File: src/rtl/tap_ir_pkg.sv
`timescale 1ns/1ps
package tap_ir_pkg;
  localparam int IR_W   = 6;
  localparam int N_USER = 4;

  // select line positions
  localparam int SEL_BYP  = 0;
  localparam int SEL_IDC  = 1;
  localparam int SEL_USC  = 2;
  localparam int SEL_BSR  = 3;
  localparam int SEL_USR0 = 4;
  localparam int NSEL     = SEL_USR0 + N_USER;

  localparam logic [IR_W-1:0] OP_EXTEST   = 6'b001111;
  localparam logic [IR_W-1:0] OP_SAMPLE   = 6'b000001;
  localparam logic [IR_W-1:0] OP_INTEST   = 6'b000111;
  localparam logic [IR_W-1:0] OP_USERCODE = 6'b001000;
  localparam logic [IR_W-1:0] OP_IDCODE   = 6'b001001;
  localparam logic [IR_W-1:0] OP_HIGHZ    = 6'b001010;
  localparam logic [IR_W-1:0] OP_BYPASS   = 6'b111111;

  function automatic logic [IR_W-1:0] user_op(input int idx);
    case (idx)
      0:       user_op = 6'b000010;
      1:       user_op = 6'b000011;
      2:       user_op = 6'b011010;
      default: user_op = 6'b011011;
    endcase
  endfunction
endpackage

File: src/rtl/ir_rst_sync.sv
`timescale 1ns/1ps
module ir_rst_sync #(
  parameter int STAGES = 2
) (
  input  logic clk,
  input  logic arst_n,
  output logic rst_n
);
  logic [STAGES-1:0] chain_q;
  logic [STAGES-1:0] chain_d;

  always_comb chain_d = {chain_q[STAGES-2:0], 1'b1};

  always_ff @(posedge clk or negedge arst_n) begin
    if (!arst_n) chain_q <= '0;
    else         chain_q <= chain_d;
  end

  assign rst_n = chain_q[STAGES-1];
endmodule

File: src/rtl/ir_shift_stage.sv
`timescale 1ns/1ps
module ir_shift_stage #(
  parameter int W = 6
) (
  input  logic         clk,
  input  logic         rst_n,
  input  logic         cap_en,
  input  logic         shift_en,
  input  logic         tdi,
  input  logic [W-3:0] status,
  output logic [W-1:0] sr_q
);
  localparam int STAT_W = W - 2;
  localparam logic [1:0] CAP_TAIL = 2'b01;

  logic [W-1:0] sr_d;
  logic         sr_en;

  always_comb begin
    sr_en = cap_en | shift_en;
    sr_d  = sr_q;
    if (cap_en)        sr_d = {status, CAP_TAIL};
    else if (shift_en) sr_d = {tdi, sr_q[W-1:1]};
  end

  always_ff @(posedge clk or negedge rst_n) begin
    if (!rst_n)     sr_q <= '0;
    else if (sr_en) sr_q <= sr_d;
  end

  assert_capture_word_R2: assert property (@(posedge clk) disable iff (!rst_n)
    cap_en |=> (sr_q[1:0] == 2'b01) && (sr_q[W-1 -: STAT_W] == $past(status)));

  assert_shift_move_R3: assert property (@(posedge clk) disable iff (!rst_n)
    (shift_en && !cap_en) |=> (sr_q[W-2:0] == $past(sr_q[W-1:1])) && (sr_q[W-1] == $past(tdi)));

  assert_shift_hold_R3: assert property (@(posedge clk) disable iff (!rst_n)
    (!shift_en && !cap_en) |=> $stable(sr_q));
endmodule

File: src/rtl/ir_shadow.sv
`timescale 1ns/1ps
module ir_shadow #(
  parameter int              W      = 6,
  parameter logic [W-1:0]    RST_OP = '0
) (
  input  logic         clk,
  input  logic         rst_n,
  input  logic         upd_en,
  input  logic         tlr,
  input  logic [W-1:0] din,
  output logic [W-1:0] op_q
);
  logic [W-1:0] op_d;
  logic         op_en;

  always_comb begin
    op_en = upd_en | tlr;
    op_d  = tlr ? RST_OP : din;
  end

  always_ff @(posedge clk or negedge rst_n) begin
    if (!rst_n)     op_q <= RST_OP;
    else if (op_en) op_q <= op_d;
  end

  assert_hold_stable_R4: assert property (@(posedge clk) disable iff (!rst_n)
    (!upd_en && !tlr) |=> $stable(op_q));

  assert_update_take_R4: assert property (@(posedge clk) disable iff (!rst_n)
    (upd_en && !tlr) |=> (op_q == $past(din)));

  assert_tlr_load_R5: assert property (@(posedge clk) disable iff (!rst_n)
    tlr |=> (op_q == RST_OP));
endmodule

File: src/rtl/ir_decode.sv
`timescale 1ns/1ps
module ir_decode
  import tap_ir_pkg::*;
(
  input  logic [IR_W-1:0] op,
  input  logic            cfg_ok,
  output logic [NSEL-1:0] sel,
  output logic            test_mode,
  output logic            out_dis
);
  logic [N_USER-1:0] user_hit;
  logic [N_USER-1:0] user_ok;

  for (genvar u = 0; u < N_USER; u++) begin : g_user
    assign user_hit[u] = (op == user_op(u));
  end

  always_comb begin
    sel       = '0;
    test_mode = 1'b0;
    out_dis   = 1'b0;
    user_ok   = user_hit & {N_USER{cfg_ok}};
    case (op)
      OP_EXTEST:   begin sel[SEL_BSR] = 1'b1; test_mode = 1'b1; end
      OP_SAMPLE:   sel[SEL_BSR] = 1'b1;
      OP_INTEST:   begin sel[SEL_BSR] = 1'b1; test_mode = 1'b1; end
      OP_USERCODE: sel[SEL_USC] = 1'b1;
      OP_IDCODE:   sel[SEL_IDC] = 1'b1;
      OP_HIGHZ:    begin sel[SEL_BYP] = 1'b1; test_mode = 1'b1; out_dis = 1'b1; end
      default: begin
        if (|user_ok) sel[NSEL-1:SEL_USR0] = user_ok;
        else          sel[SEL_BYP] = 1'b1;
      end
    endcase
  end
endmodule

File: src/rtl/tap_insn_reg.sv
`timescale 1ns/1ps
module tap_insn_reg
  import tap_ir_pkg::*;
(
  input  logic            tck,
  input  logic            trst_n,
  input  logic            st_capture,
  input  logic            st_shift,
  input  logic            st_update,
  input  logic            st_reset,
  input  logic            tdi,
  input  logic            stat_released,
  input  logic            stat_cleared,
  input  logic            stat_isc_en,
  input  logic            stat_isc_done,
  input  logic            cfg_complete,
  output logic            tdo,
  output logic [NSEL-1:0] dr_sel,
  output logic            pin_test_mode,
  output logic            pin_out_disable
);
  logic            rst_n;
  logic [IR_W-1:0] sr_q;
  logic [IR_W-1:0] op_q;
  logic [IR_W-3:0] status;
  logic            tdo_d;

  assign status = {stat_released, stat_cleared, stat_isc_en, stat_isc_done};

  ir_rst_sync #(.STAGES(2)) u_rst (
    .clk(tck), .arst_n(trst_n), .rst_n(rst_n)
  );

  ir_shift_stage #(.W(IR_W)) u_shift (
    .clk(tck), .rst_n(rst_n), .cap_en(st_capture), .shift_en(st_shift),
    .tdi(tdi), .status(status), .sr_q(sr_q)
  );

  ir_shadow #(.W(IR_W), .RST_OP(OP_IDCODE)) u_hold (
    .clk(tck), .rst_n(rst_n), .upd_en(st_update), .tlr(st_reset),
    .din(sr_q), .op_q(op_q)
  );

  ir_decode u_dec (
    .op(op_q), .cfg_ok(cfg_complete), .sel(dr_sel),
    .test_mode(pin_test_mode), .out_dis(pin_out_disable)
  );

  // serial output retimed to the falling edge
  always_comb tdo_d = sr_q[0];

  always_ff @(negedge tck or negedge rst_n) begin
    if (!rst_n) tdo <= 1'b0;
    else        tdo <= tdo_d;
  end

  assert_tdo_bit0_R3: assert property (@(posedge tck) disable iff (!rst_n)
    tdo == sr_q[0]);

  assert_sel_onehot_R10: assert property (@(posedge tck) disable iff (!rst_n)
    $countones(dr_sel) == 1);

  assert_user_gated_R7: assert property (@(posedge tck) disable iff (!rst_n)
    (|dr_sel[NSEL-1:SEL_USR0]) |-> cfg_complete);

  assert_hiz_bypass_R9: assert property (@(posedge tck) disable iff (!rst_n)
    pin_out_disable |-> (dr_sel[SEL_BYP] && pin_test_mode));

  assert_sel_steady_R4: assert property (@(posedge tck) disable iff (!rst_n)
    (st_shift && $stable(cfg_complete)) |=> $stable(dr_sel));
endmodule

File: config.mk
export PLATFORM = sky130hd
export DESIGN_NAME = tap_insn_reg
export DESIGN_NICKNAME = d
export VERILOG_FILES = /design/src/rtl/tap_ir_pkg.sv /design/src/rtl/ir_rst_sync.sv /design/src/rtl/ir_shift_stage.sv /design/src/rtl/ir_shadow.sv /design/src/rtl/ir_decode.sv /design/src/rtl/tap_insn_reg.sv
export SDC_FILE = /design/constraint.sdc
export NUM_CORES = 1
export LEC_CHECK = 0
export ABC_AREA = 1
export BUFFER_PORTS_ARGS = -buffer_cell sky130_fd_sc_hd__buf_2
export CAP_MARGIN = 20
export CORE_MARGIN = 8
export CORE_UTILIZATION = 52
export CTS_BUF_LIST = sky130_fd_sc_hd__clkbuf_4 sky130_fd_sc_hd__clkbuf_8 sky130_fd_sc_hd__clkbuf_16
export CTS_CLUSTER_DIAMETER = 80
export DETAILED_ROUTE_END_ITERATION = 10
export PLACE_DENSITY_LB_ADDON = 0.12
export SETUP_SLACK_MARGIN = 0.3
export SLEW_MARGIN = 20
export SYNTH_ARGS = -nofsm -noshare
export SYNTH_HDL_FRONTEND = slang
export SYNTH_SLANG_ARGS = --single-unit
File: constraint.sdc
create_clock -name tck -period 2.9 [get_ports tck]
set_input_delay 0.435 -clock tck [delete_from_list [all_inputs] [get_ports tck]]
set_output_delay 0.435 -clock tck [all_outputs]
set_load 0.02 [all_outputs]
==> metrics.md, run 1 <==
| Metric | Value |
|---|---|
| Outcome | finished, final reports clean |
| Final cell count without fillers | 139 |
| Crit path DAT | 2.26 ns |
| Max incr delay on CP | 0.41 ns |
| Remaining antenna violation count | 0 |
| Hold slack | 0.165 ns |
| Crit path kind | register to primary output |
| Die area | 2930 um2 |
| # nets final | 137 |
| Core region area | 1330 um2 |
| Global Route met3 Usage | 3.86% |
| Sequential cell area fraction in the yosys report | 50.1% |
| Cell family with most CP delay | flip-flops |
| Crit Path Max Fanout | 1 |
| Clock Tree Root | clkbuf_4 |
| Boundary pin count | 23 |
| Worst path required time | 2.47 ns |
| HPWL Detailed | 1300 um |
| Bufs and invs on worst path | 1 |
| Busiest grt layer | met2 |
| PwrDens | 467 nW/um2 |
| Post-Syn Area | 754 um2 |
| Netlist cell types | 20 |
| Final Setup Violations | 0 |
| DRT Pass-1 Iters | 4 |
| Post-CTS setup buffer count | 0 |
| Share of the synthesized area in the top cell type | 39.8% |
| Syn nets | 108 |
| Cell Rows | 13 |
| DR iter-0 viols | 9 |
| Placed cells | 134 |
| Max-capacitance violation count | 0 |
| DP Worst Slack | 0.496 ns |
| Total routed wirelength | 1540 um |
| Routed WL per cell | 11.1 um |
| Clk buf depth | 2 |
| P&R area growth vs syn | 23.9% |
| Max VDD drop | 0.000305 V |
| Setup_tns | 0 ns |
| CP Launch Type | register |
| Top post-synthesis cells by area | dfrtp_1 (40%), inv_1 (11%), nand2_1 (7.5%), dfstp_2 (7.0%), nor2_1 (7.0%) |
| Final Skew | 0.0124 ns |
| Final worst setup slack | 0.207 ns |
| Port bufs | 22 |
| Sink Count | 15 |
| Setup crit end kind | primary output |
| Share of cells above drive strength 1 | 29.8% |
| Final Hold Vio Count | 0 |
| GR Util met2 | 20.1% |
| Gr usage total | 11.9% |
| P_leak | 0.548 nW |
| First-pass GRT wire length | 2630 um |
| Clock transition at path regs | 0.09 ns |
| Min-Delay Path Class | register to async pin |
| Placer congestion estimate | 0.892 |
| # diodes | 0 |
| Die Span Y | 54.1 um |
| H-Tree Level Count | 1 |
| Cts bufs inserted | 3 |
| RSZ-0062 raised after global routing | yes |
| Vias in the first global route | 694 |
| PnR Total Power | 436 uW |
| Syn Inst Count | 96 |
| Post-synth top area cell | dfrtp_1 |
| Width of the chip | 54.1 um |
| Max-slew violations | 0 |
| Syn_area_per_cell | 7.86 um2 |
| Routed via count | 703 |
| Drt drc | 0 |
| Met1 Usage GRT | 12.3% |
| Ys Warns | 0 |
| Largest net degree at the start of global routing | 14 |
| Initial core utilization | 56.6% |
| CTS tree | done |
| Vias per Instance | 5.06 |
| # fillers | 111 |
| Total gr overflow | 0 |
| Initial antenna violation count | 0 |
| #FFs+latches synth | 15 |
| Clock Latency Late Sink | 0.28 ns |
| Crit path cell chain | buf_6 |
| Slowest stage cell, crit path | dfrtn_1 |
==> logic make-up after synthesis <==
logic type | after synthesis | synth area share (%)
other cells | 1 | 0.497
simple gates | 43 | 26.0
buf+inv | 25 | 12.4
flops | 15 | 50.1
compound gates | 12 | 10.9
==> stage by stage <==
stage               utilization, %  area (um2)
floorplan                        -         754
global placement              66.8         891
detailed placement            66.8         891
CTS                           70.1         935
global route                  70.1         935
finish                        70.1         935
==> area by class of cell <==
type | instances | area, um2 | area share [%]
repair buffers | 24 | 134 | 14.3
clock inverters | 1 | 5.00 | 0.535
clock buffers | 3 | 22.5 | 2.41
flip-flops and latches | 15 | 378 | 40.4
well taps | 15 | 18.8 | 2.01
multi-input cells | 56 | 283 | 30.3
inverters | 25 | 93.8 | 10.0
==> metal layers <==
metal / up-vias / wire length, um
met4: 0 / 12
met5: - / 0
met1: 313 / 608
met2: 29 / 751
met3: 3 / 164
li1: 358 / -
==> sequential cells by signal, indices dropped and copies added, names as in the netlist <==
name           cells
u_hold.op_q        6
u_shift.sr_q       6
u_rst.chain_q      2
tdo                1
==> layout by cell type (no fill, tap or decap), drive strengths merged <==
cell type    count
a22oi            3
buf             23
clkbuf           3
clkinv           1
conb             1
dfrtn            1
dfrtp           12
dfstp            2
dlygate4sd3      1
inv             25
nand2           18
nand3            7
nor2            16
nor3             1
nor4             1
o211ai           1
o21ai            2
o221ai           2
o22ai            4
==> timing repair <==
item	in CTS	in global routing
hold buffers	1	0
endpoints found under the setup margin	1	1
hold endpoints to repair	2	0
gates resized for setup	2	0
==> report_power, final <==
group | internal [mW] | switching, mW | total, mW | leakage, nW
logic | 0.0320 | 0.0549 | 0.0869 | 0.348
registers | 0.226 | 0.00828 | 0.234 | 0.181
clock network | 0.0511 | 0.0645 | 0.116 | 0.0177
total | 0.309 | 0.128 | 0.436 | 0.548
==> synth_stat cells <==
master	number
nor2_2	1
inv_1	23
o21ai_0	2
dfrtp_1	12
o22ai_1	4
nor2_1	14
nand3_1	6
a22oi_1	3
nor2_4	1
nor3_1	1
nand2_1	15
conb_1	1
nand3_2	1
o221ai_1	2
dfrtn_1	1
dfstp_2	2
nand2_2	3
o211ai_1	1
inv_2	2
nor4_1	1
==> final timing paths <==
kind	slack [ns]	end	startpoint	cells past startpoint
max in group asynchronous	1.21	tdo$_DFF_NN0_	u_rst.chain_q[1]$_DFF_PN0_	1
max reg2reg	0.92	tdo$_DFF_NN0_	u_shift.sr_q[0]$_DFFE_PN0P_	0
min reg2reg	0.17	u_shift.sr_q[1]$_DFFE_PN0P_	u_rst.chain_q[1]$_DFF_PN0_	1
max	0.21	tdo	tdo$_DFF_NN0_	1
min	0.17	u_shift.sr_q[1]$_DFFE_PN0P_	u_rst.chain_q[1]$_DFF_PN0_	1
min in group tck	0.36	u_rst.chain_q[1]$_DFF_PN0_	u_rst.chain_q[0]$_DFF_PN0_	0
No activity file was read; power rests on OpenSTA's default activity.
==> inputs of run 2 (changes only) <==
- clock period: 2.9 -> 3.1 ns (I/O delays scaled with it)
==> run 2 against run 1 <==
Effect of this change:
- register-to-register slack better by 0.10 ns
- first-iteration DRC count up 78%
- wire length up 2.7%
- highest routed layer unchanged
==> metrics.md, run 2 (synthesis results as in run 1) <==
| Metric | Value |
|---|---|
| PnR Total Power | 410 uW |
| Routed WL per cell | 11.4 um |
| Biggest regs | u_hold.op_q: 6 flops, u_shift.sr_q: 6 flops, u_rst.chain_q: 2 flops |
| Final Skew | 0.00812 ns |
| Max-capacitance violation count | 0 |
| Setup crit end kind | primary output |
| Final Hold Vio Count | 0 |
| Vias per Instance | 5.06 |
| Routed via count | 698 |
| Multi-input gate area | 283 um2 |
| H-Tree Level Count | 1 |
| # fillers | 112 |
| Max incr delay on CP | 0.41 ns |
| DR iter-0 viols | 16 |
| Clock Latency Late Sink | 0.28 ns |
| Slowest stage cell, crit path | dfrtn_1 |
| Initial core utilization | 56.6% |
| # diodes | 0 |
| Vias in the first global route | 665 |
| Clk buf depth | 2 |
| Most common cell after layout, fill and taps aside | inv_1 |
| Crit path DAT | 2.36 ns |
| Share of cells above drive strength 1 | 29.3% |
| Bufs and invs on worst path | 1 |
| Cts bufs inserted | 3 |
| Crit Path Max Fanout | 1 |
| Final Util | 69.5% |
| Drt drc | 0 |
| CTS tree | done |
| Max VDD drop | 0.000300 V |
| Crit path kind | register to primary output |
| Commonest cells after routing, fill and taps aside | inv_1 (23), buf_2 (21), nand2_1 (15), nor2_1 (14), dfrtp_1 (12) |
| Sink Count | 15 |
| Width of the chip | 54.1 um |
| Outcome | finished, final reports clean |
| Clock transition at path regs | 0.09 ns |
| Worst path required time | 2.63 ns |
| Largest net degree at the start of global routing | 14 |
| Cell Rows | 13 |
| Total routed wirelength | 1580 um |
| Non-Filler Cell Area, Final | 927 um2 |
| FF+latch area | 378 um2 |
| HPWL Detailed | 1320 um |
| Total gr overflow | 0 |
| Core region area | 1330 um2 |
| Die Span Y | 54.1 um |
| Final Setup Violations | 0 |
| P&R area growth vs syn | 22.9% |
| Setup_tns | 0 ns |
| Max-slew violations | 0 |
| P_leak | 0.543 nW |
| Remaining antenna violation count | 0 |
| Die area | 2930 um2 |
| Boundary pin count | 23 |
| Cell family with most CP delay | flip-flops |
| Clock Tree Root | clkbuf_4 |
| Placer congestion estimate | 0.892 |
| Post-DP Area | 883 um2 |
| First-pass GRT wire length | 2670 um |
| # nets final | 136 |
| Min-Delay Path Class | register to async pin |
| Port bufs | 22 |
| Post-CTS setup buffer count | 0 |
| DRT Pass-1 Iters | 4 |
| RSZ-0062 raised after global routing | yes |
| Gr usage total | 12.4% |
| CP Launch Type | register |
| Crit path cell chain | buf_6 |
| PwrDens | 442 nW/um2 |
| Initial antenna violation count | 0 |
==> run 2: cell types whose count changed in the layout (fill, tap and decap cells not counted) <==
cell,previous run,this run
buf_4,1,0
==> run 2: stage by stage <==
step                hold slack (ns)  cells  setup slack (ns)
floorplan                     0.159     96             0.612
global placement              0.205    133             0.575
detailed placement            0.215    133             0.569
CTS                           0.225    138             0.267
global route                  0.265    138             0.249
finish                        0.206    138             0.275
==> run 2: area by class of cell <==
class	count	area share, %
repair buffers	23	13.6
clock buffers	3	2.43
multi-input cells	56	30.5
well taps	15	2.02
flip-flops and latches	15	40.8
clock inverters	1	0.540
inverters	25	10.1
==> run 2: path summary, 6_finish.rpt <==
check | from | endpoint | slack (ns) | cells past startpoint
setup reg to reg | u_shift.sr_q[0]$_DFFE_PN0P_ | tdo$_DFF_NN0_ | 1.02 | 0
min in group tck | u_rst.chain_q[0]$_DFF_PN0_ | u_rst.chain_q[1]$_DFF_PN0_ | 0.37 | 0
setup / recovery | tdo$_DFF_NN0_ | tdo | 0.28 | 1
max in group asynchronous | u_rst.chain_q[1]$_DFF_PN0_ | tdo$_DFF_NN0_ | 1.10 | 0
hold / removal | u_rst.chain_q[1]$_DFF_PN0_ | u_shift.sr_q[0]$_DFFE_PN0P_ | 0.21 | 0
hold reg to reg | u_rst.chain_q[1]$_DFF_PN0_ | u_shift.sr_q[0]$_DFFE_PN0P_ | 0.21 | 0
==> run 2: per-layer routing <==
| layer | track usage [%] | wire length, um | up-vias |
|---|---|---|---|
| met1 | 12.7 | 625 | 306 |
| met4 | 9.43 | 53 | 0 |
| met2 | 20.8 | 735 | 34 |
| met3 | 3.86 | 163 | 7 |
| met5 | 0 | 0 | - |
| li1 | - | - | 351 |
==> run 2: repair_timing <==
item                                    4_1_cts  5_1_grt
cloned                                        0        0
endpoints found under the setup margin        1        1
resized for setup                             2        0
hold buffers                                  1        0
hold endpoints to repair                      2        0
==> run 2: report_power, final <==
| group | switching, mW | internal (mW) | total, mW |
|---|---|---|---|
| clock network | 0.0618 | 0.0479 | 0.110 |
| logic | 0.0490 | 0.0291 | 0.0781 |
| registers | 0.0109 | 0.211 | 0.222 |
| total | 0.122 | 0.288 | 0.410 |
